$ cat config.mk
export PLATFORM = sky130hd
export DESIGN_NAME = sars_conv_seq
export DESIGN_NICKNAME = d
export VERILOG_FILES = /design/src/rtl/sars_pkg.sv /design/src/rtl/sars_seq_ctrl.sv /design/src/rtl/sars_accum.sv /design/src/rtl/sars_conv_seq.sv
export SDC_FILE = /design/constraint.sdc
export NUM_CORES = 1
export LEC_CHECK = 0
export ABC_CLOCK_PERIOD_IN_PS = 4500
export BUFFER_PORTS_ARGS = -buffer_cell sky130_fd_sc_hd__buf_2
export CAP_MARGIN = 10
export CORE_UTILIZATION = 52
export CTS_CLUSTER_SIZE = 30
export DETAILED_ROUTE_END_ITERATION = 6
export PLACE_DENSITY = 0.83
export REMOVE_ABC_BUFFERS = 1
export SYNTH_ARGS = -nofsm -noshare
export SYNTH_HDL_FRONTEND = slang
export SYNTH_SLANG_ARGS = --single-unit
$ cat constraint.sdc
create_clock -name clk -period 4.5 [get_ports clk]
set_input_delay 0.9 -clock clk [delete_from_list [all_inputs] [get_ports clk]]
set_output_delay 0.9 -clock clk [all_outputs]
set_load 0.02 [all_outputs]
$ cat src/rtl/sars_pkg.sv
package sars_pkg;
    localparam int RES_W     = 14;
    localparam int FL_W      = 4;
    localparam int GRP_W     = 3;
    localparam int N_STEPS   = 5;
    localparam int STEP_W    = $clog2(N_STEPS);
    localparam int OVL_OFS   = 4;
    localparam int ACC_W     = RES_W + FL_W;
    localparam int TOP_SHIFT = RES_W - GRP_W;

    localparam logic [RES_W-1:0]        FULL   = '1;
    localparam logic signed [ACC_W-1:0] FULL_S = ACC_W'((1 << RES_W) - 1);

    typedef logic [STEP_W-1:0] step_t;

    typedef struct packed {
        logic res_fine;
        logic gain_hi;
        logic bw_lim;
        logic range_quarter;
        logic bias_shift;
    } actl_t;

    typedef enum logic { SQ_IDLE, SQ_RUN } sq_e;

    // Analog configuration for each step of the sequence
    function automatic actl_t ctl_for_step(step_t s);
        actl_t c;
        c = '0;
        case (s)
            step_t'(1): c.res_fine = 1'b1;
            step_t'(2): c.gain_hi  = 1'b1;
            step_t'(3): begin
                c.res_fine = 1'b1;
                c.bw_lim   = 1'b1;
            end
            step_t'(4): begin
                c.range_quarter = 1'b1;
                c.bias_shift    = 1'b1;
            end
            default: c = '0;
        endcase
        return c;
    endfunction

    // Signed term a flash code adds in a given step
    function automatic logic signed [ACC_W-1:0] step_term(step_t s, logic [FL_W-1:0] f);
        logic signed [ACC_W-1:0] v;
        v = $signed({{(ACC_W-FL_W){1'b0}}, f});
        if (s != '0)
            v = v - $signed(ACC_W'(OVL_OFS));
        if (s == step_t'(N_STEPS-1))
            v = v >>> 1;
        else
            v = v <<< (TOP_SHIFT - GRP_W * int'(s));
        return v;
    endfunction

    function automatic logic [RES_W-1:0] sat_code(logic signed [ACC_W-1:0] v);
        if (v < 0)
            return '0;
        if (v > FULL_S)
            return FULL;
        return v[RES_W-1:0];
    endfunction
endpackage

$ cat src/rtl/sars_seq_ctrl.sv
module sars_seq_ctrl
    import sars_pkg::*;
#(
    parameter int SETTLE = 4
) (
    input  logic  clk,
    input  logic  rst,
    input  logic  start,
    output logic  busy,
    output step_t step,
    output logic  sample,
    output logic  last,
    output logic  launch
);
    localparam int CNT_W = (SETTLE > 1) ? $clog2(SETTLE) : 1;
    localparam logic [CNT_W-1:0] CNT_END = CNT_W'(SETTLE - 1);
    localparam step_t LAST_STEP = step_t'(N_STEPS - 1);

    sq_e             st;
    logic [CNT_W-1:0] cnt;

    assign busy   = (st == SQ_RUN);
    assign launch = start && !busy;
    assign sample = busy && (cnt == CNT_END);
    assign last   = sample && (step == LAST_STEP);

    always_ff @(posedge clk) begin
        if (rst) begin
            st   <= SQ_IDLE;
            step <= '0;
            cnt  <= '0;
        end else if (launch) begin
            st   <= SQ_RUN;
            step <= '0;
            cnt  <= '0;
        end else if (busy) begin
            if (sample) begin
                cnt <= '0;
                if (last) begin
                    st   <= SQ_IDLE;
                    step <= '0;
                end else begin
                    step <= step + step_t'(1);
                end
            end else begin
                cnt <= cnt + CNT_W'(1);
            end
        end
    end

    AST_LAUNCH_ENTRY: assert property (@(posedge clk) disable iff (rst)
        launch |=> busy && step == '0) else $error("launch did not begin step 1");
    AST_STEP_ADVANCE: assert property (@(posedge clk) disable iff (rst)
        (sample && !last) |=> step == $past(step) + step_t'(1)) else $error("step skipped");
    AST_CNT_BOUND: assert property (@(posedge clk) disable iff (rst)
        busy |-> cnt <= CNT_END) else $error("settle counter overran");
    AST_START_IGNORED: assert property (@(posedge clk) disable iff (rst)
        (busy && start && !sample) |=> step == $past(step)) else $error("start while busy acted");
endmodule

$ cat src/rtl/sars_accum.sv
module sars_accum
    import sars_pkg::*;
(
    input  logic             clk,
    input  logic             rst,
    input  logic             clear,
    input  logic             sample,
    input  step_t            step,
    input  logic [FL_W-1:0]  flash,
    output logic [RES_W-1:0] acc_q,
    output logic [RES_W-1:0] acc_nxt
);
    logic signed [ACC_W-1:0] sum;

    always_comb begin
        sum     = $signed({{(ACC_W-RES_W){1'b0}}, acc_q}) + step_term(step, flash);
        acc_nxt = sat_code(sum);
    end

    always_ff @(posedge clk) begin
        if (rst || clear)
            acc_q <= '0;
        else if (sample)
            acc_q <= acc_nxt;
    end

    AST_CLEAR_ZERO: assert property (@(posedge clk) disable iff (rst)
        clear |=> acc_q == '0) else $error("running value not cleared");
    AST_ACC_HOLD: assert property (@(posedge clk) disable iff (rst)
        (!sample && !clear) |=> $stable(acc_q)) else $error("running value moved between steps");
    AST_SAT_TOP: assert property (@(posedge clk) disable iff (rst)
        (sample && sum > FULL_S) |=> acc_q == FULL) else $error("no clamp at full scale");
    AST_SAT_BOTTOM: assert property (@(posedge clk) disable iff (rst)
        (sample && sum < 0) |=> acc_q == '0) else $error("no clamp at zero");
endmodule

$ cat src/rtl/sars_conv_seq.sv
module sars_conv_seq
    import sars_pkg::*;
#(
    parameter int SETTLE_CYCLES = 4
) (
    input  logic             clk,
    input  logic             rst,
    input  logic             start,
    input  logic [FL_W-1:0]  flash_code,
    output logic [RES_W-1:0] dac_word,
    output logic             res_fine,
    output logic             gain_hi,
    output logic             bw_lim,
    output logic             range_quarter,
    output logic             bias_shift,
    output logic [RES_W-1:0] result,
    output logic             busy,
    output logic             eoc
);
    logic             busy_i, sample, last, launch;
    step_t            step;
    logic [RES_W-1:0] acc_q, acc_nxt, result_q;
    logic             eoc_q;
    actl_t            ctl;

    sars_seq_ctrl #(.SETTLE(SETTLE_CYCLES)) u_seq (
        .clk    (clk),
        .rst    (rst),
        .start  (start),
        .busy   (busy_i),
        .step   (step),
        .sample (sample),
        .last   (last),
        .launch (launch)
    );

    sars_accum u_acc (
        .clk     (clk),
        .rst     (rst),
        .clear   (launch),
        .sample  (sample),
        .step    (step),
        .flash   (flash_code),
        .acc_q   (acc_q),
        .acc_nxt (acc_nxt)
    );

    always_comb ctl = busy_i ? ctl_for_step(step) : '0;

    always_ff @(posedge clk) begin
        if (rst) begin
            result_q <= '0;
            eoc_q    <= 1'b0;
        end else begin
            eoc_q <= last;
            if (last)
                result_q <= acc_nxt;
        end
    end

    assign dac_word      = acc_q;
    assign res_fine      = ctl.res_fine;
    assign gain_hi       = ctl.gain_hi;
    assign bw_lim        = ctl.bw_lim;
    assign range_quarter = ctl.range_quarter;
    assign bias_shift    = ctl.bias_shift;
    assign result        = result_q;
    assign busy          = busy_i;
    assign eoc           = eoc_q;

    AST_EOC_SINGLE: assert property (@(posedge clk) disable iff (rst)
        eoc_q |=> !eoc_q) else $error("eoc longer than one cycle");
    AST_EOC_IDLE: assert property (@(posedge clk) disable iff (rst)
        eoc_q |-> !busy_i) else $error("eoc while busy");
    AST_RESULT_HOLD: assert property (@(posedge clk) disable iff (rst)
        !eoc_q |-> $stable(result_q)) else $error("result moved without eoc");
    AST_BW_AFTER_GAIN: assert property (@(posedge clk) disable iff (rst)
        $rose(ctl.bw_lim) |-> $past(ctl.gain_hi)) else $error("bandwidth limit out of order");
    AST_RESULT_DAC: assert property (@(posedge clk) disable iff (rst)
        eoc_q |-> result_q == acc_q) else $error("result differs from final DAC word");
endmodule

==> run summary <==
Result of the run: complete, but fails checks
Violations in the final reports: negative setup slack
Worst Hold Path Cells: 1
Crit Path Max Fanout: 15
Quantity of I/O buffers inserted on ports: 41
Maximum clock insertion buffer count: 2
Biggest cell delay along the critical path: 390 ps
PwrDens: 163 nW/µm²
Number of cell instances on the worst register-to-register path: 21
Critical-path cell with the highest stage delay: sky130_fd_sc_hd__and4bb_2
Critical Path End Type: flop
Dpl cell area: 3670 µm²
Post-placement cell count: 503
First drt pass iteration count: 5
Dpl ws: -618 ps
Floorplan die area: 5860 µm²
Fin Setup TNS: -8240 ps
Total standard cell area after synthesis: 2890 µm²
Root cell of the clock tree: sky130_fd_sc_hd__clkbuf_8
Drt total wl: 12.4 mm
Routed length per placed instance: 23.4 µm
Clock net sink count: 35
Final Total Pwr: 692 µW
Fraction of the cycle the final worst path needs: 1.08
Setup repair after global routing missed its margin: true
Ys flop type: sky130_fd_sc_hd__dfxtp_1
Syn_area_per_cell: 8.49 µm²
Top post-synthesis cells by count: sky130_fd_sc_hd__dfxtp_1 (35), sky130_fd_sc_hd__o21ai_0 (34), sky130_fd_sc_hd__a22o_1 (27)
Post-route ant nets: 0
Quantity of hold-fixing buffers added after cts: 0
Final cell count without fillers: 532
Largest net degree at the start of global routing: 21
Worst Hold Slack: 486 ps
Latest clock arrival within the worst-skew pair: 300 ps
ANT cells: 0
Post-DP HPWL: 6.64 mm
Total number of nets in the final design: 497
Class of the tightest hold or removal check: flop to flop
Clock slew seen by the registers of the worst setup and hold paths: 80 ps
Seq/Total Area, Yosys: 0.243
Total setup violations reported at the end of the flow: 28
Global-route met3 utilization: 0.0970
Top Ports: 42
Number of storage elements in the synthesis netlist: 35
Critical Path Start Type: flop
Met1 usage: 0.424
Detailed router's first-iteration violation count: 598
Share of the synthesized area in the top cell type: 0.243
Instance count of the mapped netlist: 340
Least-Margin Pin Slew: 1100 ps
Die outline height: 76.5 µm
Utilization after layout: 0.813
Required time of the critical path: 4700 ps
Top cells by area, synth: sky130_fd_sc_hd__dfxtp_1 (24%), sky130_fd_sc_hd__ha_1 (11%), sky130_fd_sc_hd__a22o_1 (8.2%), sky130_fd_sc_hd__o21ai_0 (5.9%), sky130_fd_sc_hd__a21oi_1 (2.9%)
Via count: 3726
Path type of the worst setup path: flop to flop
First-pass GRT wire length: 17.2 mm
Layout cell share with drive strength beyond 1: 0.429
Hold violation count in the final report: 0
MaxCap Viol Count: 0
Maximum ir drop on the vdd rail: 0.177 mV
Grt peak-use layer: met2
Inserted Clock Buffers: 5
Avg Vias per Cell: 7.00
# DRC: 0
Synthesis Warnings: 0
Max-Slew Margin vs Limit: 0.265
Initial core utilization: 0.551
Final clock skew: 7.21 ps
Worst path most repeated cell: sky130_fd_sc_hd__ha_4
Deepest level of the CTS H-tree: 2
Critical Path, Cell by Cell: ha_4 -> inv_2 -> fa_2 -> xor2_4 -> inv_2 -> ha_4 -> inv_4 -> ha_4 -> buf_4 -> and2_4 -> nand4_1 -> o22ai_2 -> ha_1 -> a211oi_2 -> o21bai_2 -> o2111ai_2 -> a21boi_2 -> and4bb_2 -> buf_12 -> o21ai_1 -> a22o_1
Total core area: 5240 µm²
Syn-to-layout area delta: 47.4%
Fin. max-slew vios: 0
Minimum clock period after layout: 4850 ps
EDFF count, synth: 0
Cell type with the highest aggregate area in the netlist: sky130_fd_sc_hd__dfxtp_1
Number of different library cells in the post-synthesis netlist: 62
Design area: 4260 µm²
Total global-route track usage: 0.366
Worst EP arrival: 5050 ps
Fraction of registers with async set or reset after synthesis: 0
Number of global-route vias before repair: 3567
Antenna violations before repair: 0
Least setup slack across all paths after layout: -351 ps
Site Rows: 26
Total leakage power: 1.92 nW
Max Fclk: 0.206 GHz
Total gr overflow: 0
X dimension of the die: 76.5 µm
CTS tree: done
Most common cell in the netlist: sky130_fd_sc_hd__dfxtp_1
Global placer's final weighted congestion: 0.946
Global-route met2 utilization: 0.623
-- cells in the final DEF, fill, tap and decap left out, types with 6 or more instances in the layout --
| cell type | count |
|---|---|
| sky130_fd_sc_hd__a21oi_1 | 14 |
| sky130_fd_sc_hd__inv_1 | 10 |
| sky130_fd_sc_hd__ha_1 | 20 |
| sky130_fd_sc_hd__nor3_1 | 6 |
| sky130_fd_sc_hd__nand2_1 | 19 |
| sky130_fd_sc_hd__clkbuf_8 | 6 |
| sky130_fd_sc_hd__a22o_1 | 27 |
| sky130_fd_sc_hd__dfxtp_1 | 33 |
| sky130_fd_sc_hd__buf_2 | 41 |
| sky130_fd_sc_hd__xor2_1 | 8 |
| sky130_fd_sc_hd__nor2_1 | 19 |
| sky130_fd_sc_hd__o21ai_0 | 17 |
| sky130_fd_sc_hd__nand3_1 | 7 |
| sky130_fd_sc_hd__o211ai_1 | 6 |
| sky130_fd_sc_hd__o21ai_1 | 13 |
| sky130_fd_sc_hd__buf_4 | 82 |
-- power by group --
group,internal (mW),switching [mW]
sequential,0.310,0.00270
clock,0.179,0.127
combinational,0.0299,0.0434
-- layer usage --
metal | up-vias | wire, µm
li1 | 1535 | -
met1 | 1726 | 4460
met2 | 357 | 5580
met3 | 108 | 1420
met4 | 0 | 985
met5 | - | 0
-- worst max-delay path: cells and delay by family, from the launching register on --
kind / cells / cell delay, ps
AND/OR/NAND/NOR: 3 / 890
buffers and inverters: 5 / 430
AO/OA/AOI/OAI: 7 / 1680
adder cells (fa/ha/maj): 5 / 1150
XOR/XNOR: 1 / 170
flip-flops: 1 / 380
-- layout make-up --
| type | instances | area (µm²) |
|---|---|---|
| Timing Repair Buffer | 133 | 993 |
| Fill cell | 283 | 981 |
| Inverter | 14 | 55.1 |
| Clock buffer | 6 | 82.6 |
| Multi-Input combinational cell | 272 | 2290 |
| Tap cell | 70 | 87.6 |
| Clock inverter | 2 | 35.0 |
| Sequential cell | 35 | 708 |
-- cell families after synthesis --
logic type | synth area share
compound gates | 0.346
simple gates | 0.158
flops | 0.243
buf+inv | 0.0520
fa+ha+maj | 0.133
xor+xnor | 0.0455
mux | 0.0221
-- flip-flops by register name (all words and copies together) (netlist names) --
register,count
u_seq.cnt,2
result,14
u_seq.step,3
u_acc.acc_q,14
u_seq.busy,1
eoc,1
-- final timing paths --
path / from / to / slack [ps]
min: result[6]$_SDFFE_PP0P_ / result[6]$_SDFFE_PP0P_ / 490
max reg2reg: u_seq.step[1]$_SDFFE_PP0P_ / u_acc.acc_q[3]$_SDFFE_PP0P_ / -350
min reg2reg: result[6]$_SDFFE_PP0P_ / result[6]$_SDFFE_PP0P_ / 490
max: u_seq.step[1]$_SDFFE_PP0P_ / u_acc.acc_q[3]$_SDFFE_PP0P_ / -350
-- repair_timing --
action / CTS / global route
setup endpoints to repair: 28 / 28
setup buffers: 12 / 8
gates cloned: 1 / 0
resized for setup: 50 / 33
pin swaps: 19 / 32
Note: power is estimated with default switching activity, not from simulation.
